### src/rtl/trng_regs_pkg.sv
package trng_regs_pkg;
    localparam int BUS_W        = 32;
    localparam int CNT_W        = 8;
    localparam int OFS_STAT     = 'h10;
    localparam int OFS_CTL      = 'h14;
    localparam int OFS_CFG      = 'h18;
    localparam int OFS_FRO      = 'h20;
    localparam int OFS_DET      = 'h24;
    localparam int OFS_REV      = 'h7C;
    localparam int CTL_EN_BIT   = 10;
    localparam int CFG_NBLK_LSB = 0;
    localparam int CFG_SCYC_LSB = 16;

    typedef struct packed {
        logic             en;
        logic [CNT_W-1:0] nblk;
        logic [CNT_W-1:0] scyc;
    } ctl_t;
endpackage

### src/rtl/trng_cfg_regs.sv
module trng_cfg_regs
    import trng_regs_pkg::*;
#(
    parameter int ADDR_W = 8,
    parameter int FRO_W  = 24,
    parameter int DET_W  = 32
) (
    input  logic              clk,
    input  logic              rst_n,
    input  logic              wr,
    input  logic [ADDR_W-1:0] addr,
    input  logic [BUS_W-1:0]  wdata,
    output ctl_t              ctl,
    output logic [FRO_W-1:0]  fro,
    output logic [DET_W-1:0]  det
);
    typedef struct packed {
        ctl_t             ctl;
        logic [FRO_W-1:0] fro;
        logic [DET_W-1:0] det;
    } st_t;

    st_t st_d, st_q;

    always_comb begin
        st_d = st_q;
        if (wr) begin
            if (addr == ADDR_W'(OFS_CTL)) begin
                st_d.ctl.en = wdata[CTL_EN_BIT];
            end
            // counts are frozen while the generator runs
            if (addr == ADDR_W'(OFS_CFG) && !st_q.ctl.en) begin
                st_d.ctl.nblk = wdata[CFG_NBLK_LSB +: CNT_W];
                st_d.ctl.scyc = wdata[CFG_SCYC_LSB +: CNT_W];
            end
            if (addr == ADDR_W'(OFS_FRO)) begin
                st_d.fro = wdata[FRO_W-1:0];
            end
            if (addr == ADDR_W'(OFS_DET)) begin
                st_d.det = wdata[DET_W-1:0];
            end
        end
    end

    always_ff @(posedge clk or negedge rst_n) begin
        if (!rst_n) st_q <= '0;
        else        st_q <= st_d;
    end

    assign ctl = st_q.ctl;
    assign fro = st_q.fro;
    assign det = st_q.det;
endmodule

### src/rtl/trng_result_hold.sv
module trng_result_hold #(
    parameter int RES_W = 128
) (
    input  logic             clk,
    input  logic             rst_n,
    input  logic             valid,
    input  logic [RES_W-1:0] result,
    input  logic             ack,
    output logic             ready,
    output logic [RES_W-1:0] held,
    output logic             stall
);
    typedef struct packed {
        logic             rdy;
        logic [RES_W-1:0] res;
    } st_t;

    st_t st_d, st_q;

    always_comb begin
        st_d = st_q;
        if (valid && !st_q.rdy) begin
            st_d.res = result;
            st_d.rdy = 1'b1;
        end else if (ack) begin
            st_d.rdy = 1'b0;
        end
    end

    always_ff @(posedge clk or negedge rst_n) begin
        if (!rst_n) st_q <= '0;
        else        st_q <= st_d;
    end

    assign ready = st_q.rdy;
    assign held  = st_q.res;
    assign stall = st_q.rdy;
endmodule

### src/rtl/trng_rd_mux.sv
module trng_rd_mux
    import trng_regs_pkg::*;
#(
    parameter int          ADDR_W   = 8,
    parameter int          RES_W    = 128,
    parameter int          FRO_W    = 24,
    parameter int          DET_W    = 32,
    parameter logic [31:0] REVISION = 32'h0132_00A5
) (
    input  logic [ADDR_W-1:0] addr,
    input  logic              ready,
    input  logic [RES_W-1:0]  held,
    input  ctl_t              ctl,
    input  logic [FRO_W-1:0]  fro,
    input  logic [DET_W-1:0]  det,
    output logic [BUS_W-1:0]  rdata
);
    localparam int WORDS = RES_W / BUS_W;

    logic [BUS_W-1:0] word [WORDS];

    for (genvar g = 0; g < WORDS; g++) begin : g_word
        assign word[g] = held[g*BUS_W +: BUS_W];
    end

    always_comb begin
        rdata = '0;
        for (int k = 0; k < WORDS; k++) begin
            if (addr == ADDR_W'(k * 4)) rdata = word[k];
        end
        if (addr == ADDR_W'(OFS_STAT)) rdata[0] = ready;
        if (addr == ADDR_W'(OFS_CTL))  rdata[CTL_EN_BIT] = ctl.en;
        if (addr == ADDR_W'(OFS_CFG)) begin
            rdata[CFG_NBLK_LSB +: CNT_W] = ctl.nblk;
            rdata[CFG_SCYC_LSB +: CNT_W] = ctl.scyc;
        end
        if (addr == ADDR_W'(OFS_FRO))  rdata[FRO_W-1:0] = fro;
        if (addr == ADDR_W'(OFS_DET))  rdata[DET_W-1:0] = det;
        if (addr == ADDR_W'(OFS_REV))  rdata = REVISION;
    end
endmodule

### src/rtl/trng_regs.sv
module trng_regs
    import trng_regs_pkg::*;
#(
    parameter int          ADDR_W   = 8,
    parameter int          RES_W    = 128,
    parameter int          FRO_W    = 24,
    parameter int          DET_W    = 32,
    parameter logic [31:0] REVISION = 32'h0132_00A5
) (
    input  logic              clk,
    input  logic              rst_n,
    input  logic [ADDR_W-1:0] bus_addr,
    input  logic              bus_we,
    input  logic [31:0]       bus_wdata,
    output logic [31:0]       bus_rdata,
    output logic              gen_en,
    output logic [7:0]        noise_blocks,
    output logic [7:0]        sample_cycles,
    output logic [FRO_W-1:0]  fro_enable,
    output logic [DET_W-1:0]  fro_detune,
    input  logic [RES_W-1:0]  core_result,
    input  logic              core_valid,
    output logic              core_stall
);
    ctl_t             ctl_w;
    logic             ready_w;
    logic [RES_W-1:0] res_w;
    logic             ack_w;

    assign ack_w = bus_we && (bus_addr == ADDR_W'(OFS_STAT)) && bus_wdata[0];

    trng_cfg_regs #(.ADDR_W(ADDR_W), .FRO_W(FRO_W), .DET_W(DET_W)) u_cfg (
        .clk   (clk),
        .rst_n (rst_n),
        .wr    (bus_we),
        .addr  (bus_addr),
        .wdata (bus_wdata),
        .ctl   (ctl_w),
        .fro   (fro_enable),
        .det   (fro_detune)
    );

    trng_result_hold #(.RES_W(RES_W)) u_hold (
        .clk    (clk),
        .rst_n  (rst_n),
        .valid  (core_valid),
        .result (core_result),
        .ack    (ack_w),
        .ready  (ready_w),
        .held   (res_w),
        .stall  (core_stall)
    );

    trng_rd_mux #(.ADDR_W(ADDR_W), .RES_W(RES_W), .FRO_W(FRO_W), .DET_W(DET_W),
                  .REVISION(REVISION)) u_rd (
        .addr  (bus_addr),
        .ready (ready_w),
        .held  (res_w),
        .ctl   (ctl_w),
        .fro   (fro_enable),
        .det   (fro_detune),
        .rdata (bus_rdata)
    );

    assign gen_en        = ctl_w.en;
    assign noise_blocks  = ctl_w.nblk;
    assign sample_cycles = ctl_w.scyc;
endmodule

### config.mk
export PLATFORM = sky130hd
export DESIGN_NAME = trng_regs
export DESIGN_NICKNAME = d
export VERILOG_FILES = /design/src/rtl/trng_regs_pkg.sv /design/src/rtl/trng_cfg_regs.sv /design/src/rtl/trng_result_hold.sv /design/src/rtl/trng_rd_mux.sv /design/src/rtl/trng_regs.sv
export SDC_FILE = /design/constraint.sdc
export NUM_CORES = 1
export LEC_CHECK = 0
export ABC_AREA = 1
export CAP_MARGIN = 40
export CORE_MARGIN = 2
export CORE_UTILIZATION = 35
export CTS_BUF_LIST = sky130_fd_sc_hd__clkbuf_4 sky130_fd_sc_hd__clkbuf_8
export CTS_CLUSTER_DIAMETER = 120
export DETAILED_ROUTE_END_ITERATION = 16
export PLACE_DENSITY = 0.71
export SYNTH_ARGS = -nofsm -noshare
export SYNTH_HDL_FRONTEND = slang
export SYNTH_SLANG_ARGS = --single-unit
### constraint.sdc
create_clock -name clk -period 1.5 [get_ports clk]
set_input_delay 0.15 -clock clk [delete_from_list [all_inputs] [get_ports clk]]
set_output_delay 0.15 -clock clk [all_outputs]
set_load 0.1 [all_outputs]
* Yosys cells after proc, flatten, opt, wreduce, memory -nomap -nowiden
Index checks and enable logic that the tools add are counted.
** Word-level totals
- Register bits :: 202
- Input bits :: 172
- Output and inout port bits :: 106
- Word-level logic and storage cells :: 41
** Cells by class
- Equality and inequality tests :: 9
- Mux-type cells :: 13
- Reductions and logical operators :: 12
** Operator list (number)
- $mux W32 :: 6
- $eq A8 B5 Y1 const B :: 3
- $mux W24 :: 1
- $eq A8 B4 Y1 const B :: 2
- $eq A8 B6 Y1 const B :: 2
- $mux W8 :: 2
- $eq A8 B3 Y1 const B :: 1
- $eq A8 B7 Y1 const B :: 1
- $logic_not A8 Y1 :: 1
- $reduce_and A2 Y1 :: 4
- $logic_and A1 B1 Y1 :: 4
- $mux W1 :: 4
- $logic_not A1 Y1 :: 2
- $reduce_bool A2 Y1 :: 1

* Longest topological paths before layout
- Word-level depth :: 10
- Gate-level depth with buffers :: 11
- Depth with buffers taken out :: 10

* Hierarchy
A second synthesis with hierarchy kept.
** Unflattened totals
- Cell total of the unflattened synthesis :: 1307
- Area total of the unflattened synthesis :: 10153.5 um^2
** Modules (own cells, without submodules)
- trng_result_hold :: instances 1, cells an instance 559, area each 5127.4 um^2, sequential area each 3228.1 um^2
- trng_cfg_regs :: instances 1, cells an instance 345, area each 3151.8 um^2, sequential area each 1826.8 um^2
- trng_rd_mux :: instances 1, cells an instance 395, area each 1841.8 um^2, sequential area each 0.0 um^2
- trng_regs :: instances 1, cells an instance 8, area each 32.5 um^2, sequential area each 0.0 um^2

* Worst setup path after synthesis
Ideal clock, no wire load.
- Path type :: flip-flop to output port
- Start point :: register u_cfg.st_q, in the netlist u_cfg.ctl[16]
- End point :: output bus_rdata[10]
- Arrival time :: 2.692 ns
- Data required time :: 1.350 ns
- Path slack :: -1.342 ns
- Stages on the path, launching flop included :: 5
- Path buffers :: 0
- Cell sequence :: dfrtp_1 -> inv_1 -> nand3_1 -> o21ai_1 -> a21oi_1
** Between the ends
- Word-level cells in the longest chain between the ends :: 4
** Ends and longest elaborated chain
- start, declared :: line trng_cfg_regs.sv:23 : st_t st_d, st_q;
- start signal, assigned :: line trng_cfg_regs.sv:47 : else st_q <= st_d;
- $mux W1 :: line trng_rd_mux.sv:32 : if (addr == ADDR_W'(OFS_CTL)) rdata[CTL_EN_BIT] = ctl.en;
- $mux W24 :: line trng_rd_mux.sv:37 : if (addr == ADDR_W'(OFS_FRO)) rdata[FRO_W-1:0] = fro;
- $mux W32 :: line trng_rd_mux.sv:38 : if (addr == ADDR_W'(OFS_DET)) rdata[DET_W-1:0] = det;
- $mux W32 :: line trng_rd_mux.sv:39 : if (addr == ADDR_W'(OFS_REV)) rdata = REVISION;
- end, declared :: line trng_regs.sv:15 : output logic [31:0] bus_rdata,
Every way passes these cells.

* Worst setup path in the final report
- Start point :: input bus_addr[4]
- End point :: output bus_rdata[2]
** Between the ends
- Word-level cells in the longest chain between the ends :: 9
- Elaborated cells on any way between the ends :: 16
- Classes of those cells :: 7 x eq/ne; 8 x mux; 1 x reduce/logical
** Ends and longest elaborated chain
- start, declared :: line trng_regs.sv:12 : input logic [ADDR_W-1:0] bus_addr,
- $logic_not A8 Y1 :: line trng_rd_mux.sv:29 : if (addr == ADDR_W'(k * 4)) rdata = word[k];
- $mux W32 (4 in series) :: line trng_rd_mux.sv:29
- $mux W8 :: line trng_rd_mux.sv:33 : if (addr == ADDR_W'(OFS_CFG)) begin
- $mux W24 :: line trng_rd_mux.sv:37
- $mux W32 :: line trng_rd_mux.sv:38
- $mux W32 (*) :: line trng_rd_mux.sv:39
Mark *: on every way between the ends. The rest lies on a longest branch, timed or not.

==> results.json <==
{
  "status": "finished with violations",
  "violations": "negative setup slack",
  "grt_pass1_vias": 8874,
  "setup_viol": 32,
  "cp_max_fo": 15,
  "switching_power_mw": 4.544,
  "final.min_clock_period_ps": 1931,
  "synth_area_leaders": "dfrtp_1, mux2_2, nand2_1, a21oi_1, o21ai_1",
  "syn_inst": 908,
  "fin_crit_sh_pct": 128.7,
  "cp_common_cell": "buf_12",
  "synth_nets": 1080,
  "antenna_found_initial": 4,
  "yosysTopAreaCell": "dfrtp_1",
  "power_density_nw_per_um2": 973.0,
  "area_growth_pct": 78.70,
  "preCtsSetupSlack_ps": -858.8,
  "async_reset_ff_share_pct": 100.0,
  "seq_area_frac_synth_pct": 55.12,
  "syn_area_um2": 9170,
  "drt_first_pass_iters": 5,
  "die-area_um2": 27510,
  "postRouteAntennaNets": 0,
  "dr_total_vias": 8213,
  "wirelength_um": 33290,
  "drc": 0,
  "io_buffers": 277,
  "path_cells": "buf_2 -> nor2_4 -> nand2_4 -> buf_6 -> buf_12 -> nor2_4 -> buf_12 -> buf_4 -> nand2_1 -> nand3_1 -> a21oi_2 -> nand4_1 -> buf_12",
  "fin_nets": 1453,
  "drive_above_1_share_pct": 50.15,
  "dp_hpwl_um": 23790,
  "clock-sinks": 202,
  "synth-main-ff-cell": "dfrtp_1",
  "cts_buffers": 36,
  "die_y_um": 165.9,
  "cp_slowest_stage_delay_ps": 220,
  "layout_setup_ws_ps": -430.6,
  "floorplan.initialDensity_pct": 35.39,
  "final_cell_mix": "nand2_1, clkdlybuf4s50_1, buf_12",
  "grt_overflow": 0,
  "die_x_um": 165.9,
  "htree_levels": 2,
  "grtUsageTotal_pct": 24.14,
  "synth_edf_count": 0,
  "syn_avg_cell_area_um2": 10.10,
  "insertion_delay_ps": 530,
  "rsz0062_at_grt": "yes",
  "finClkSkew_ps": 15.58,
  "vias_per_cell": 4.993,
  "ir_drop_uv": 672.6,
  "ys_types": 30,
  "critPathArrivalTime_ps": 1780,
  "cts_root_buf": "clkbuf_8",
  "utilization_pct": 63.24,
  "max_slew_margin_pct": 72.28,
  "synth_top_area_share_pct": 55.12,
  "hold_violations": 0,
  "core_um2": 25910,
  "pin_count": 278,
  "p_leak_nw": 7.506,
  "seqPwrFrac_pct": 46.1,
  "maxSlewViolCount": 0,
  "clkPwrFrac_pct": 34.6,
  "yosys_warnings": 0,
  "final_common_cell": "nand2_1",
  "drv_cap": 0,
  "r2r_start": "u_hold.ready",
  "grt_max_degree": 49,
  "internal_power_mw": 11.40,
  "path_clk_slew_ps": 60,
  "worstSetupEndpointType": "primary output",
  "switching_share_pct": 28.50,
  "cp.required_ps": 1350,
  "detail_route.iter0.violations": 482,
  "fmax_mhz": 518.0,
  "grt_pass1_wl_um": 51530,
  "place_congestion": 0.8615,
  "rows": 59,
  "clockBufferDepth": 3,
  "startpoint": "bus_addr[4]",
  "wl_per_cell_um": 20.24,
  "synth_seq_cells": 202,
  "cp_slowest_cell": "a21oi_2",
  "cts_tree": "built",
  "crit_type": "input port to primary output",
  "worstMarginPinSlew_ps": 415.8,
  "critPathLaunchType": "input port",
  "hp-class": "input port to async pin",
  "comb_power_share_pct": 19.2
}
==> power by group through the flow <==
stage	logic, mW	clock network [mW]	registers (mW)
6_report	3.07	5.52	7.35
2_1_floorplan	1.17	0	7.60
3_3_place_gp	2.88	0	7.32
5_1_grt	3.26	5.88	7.46
3_5_place_dp	2.97	0	7.37
4_1_cts	3.07	5.62	7.33
==> stage by stage <==
step                      hold WS (ps)  power (mW)  cell area [µm²]  cells  TNS, ps
after floorplan                 -145.6       8.764             9936    908   -11730
after global placement           126.9       10.21            14660   1546   -73220
after detailed placement         126.9       10.34            14660   1546   -76740
after CTS                        124.6       16.02            16200   1637   -11360
after global routing             152.0       16.60            16390   1645   -13140
final                            124.1       15.95            16390   1645   -11090
==> sequential cells by signal, indices dropped and copies added (netlist names) <==
name / flops
u_hold.ready: 1
u_cfg.fro: 24
u_cfg.det: 32
u_cfg.ctl: 17
u_hold.held: 128
==> cell type report <==
class	instances	area [µm²]
Clock buffer	62	765.7
Fill cell	1946	9524
Antenna cell	2	5.005
Timing Repair inverter	1	6.256
Clock inverter	3	20.02
Tap cell	335	419.2
Multi-Input combinational cell	602	4574
Sequential cell	202	5190
Inverter	56	271.5
Timing Repair Buffer	382	5135
==> path summary, 6_finish.rpt <==
check,end,slack [ps],cells after the start
max,bus_rdata[2],-430,13
max reg2reg,u_hold.held[91],30,5
max in group asynchronous,u_hold.held[26],730,3
min reg2reg,u_hold.held[67],500,1
min in group clk,u_cfg.det[12],180,3
min,u_hold.held[21],120,2
==> critical path: cells and delay by family <==
family,cells,cell delay (ps)
buffers and inverters,6,860
AND/OR/NAND/NOR,6,520
AO/OA/AOI/OAI,1,220
==> synthesized netlist by cell type (3+ instances only) <==
cell	instances
or2_2	5
nand2_1	236
o21ai_0	30
nor2_1	37
dfrtp_1	202
mux2_4	8
o2111ai_1	3
a21oi_1	57
buf_1	5
nand3_1	27
nor3_1	4
buf_6	7
buf_2	23
clkbuf_1	10
o21ai_1	38
buf_4	3
mux2_2	125
o21bai_1	8
nand4_1	11
inv_2	6
nand2_2	3
inv_1	49
==> per-layer routing <==
metal | vias up | share of wire, % | wire [µm] | track usage (%)
li1 | 3766 | - | - | -
met4 | 0 | 3.5 | 1153 | 8.733
met3 | 64 | 7.0 | 2322 | 6.149
met2 | 308 | 51 | 16970 | 41.91
met5 | - | 0 | 0 | 0
met1 | 4075 | 39 | 12840 | 29.03
==> logic make-up after synthesis <==
| logic type | share of synthesized area (%) |
|---|---|
| compound gates | 7.996 |
| buf+inv | 5.294 |
| flops | 55.12 |
| mux | 16.66 |
| simple gates | 14.93 |
==> timing repair <==
| action | in CTS | in global routing |
|---|---|---|
| hold buffers | 1 | 0 |
| resized for setup | 140 | 47 |
| endpoints found under the hold margin | 202 | 0 |
| buffers inserted | 19 | 10 |
| pin swaps | 55 | 33 |
| endpoints found under the setup margin | 88 | 33 |
| cloned | 7 | 0 |
No activity file was read; power rests on OpenSTA's default activity.
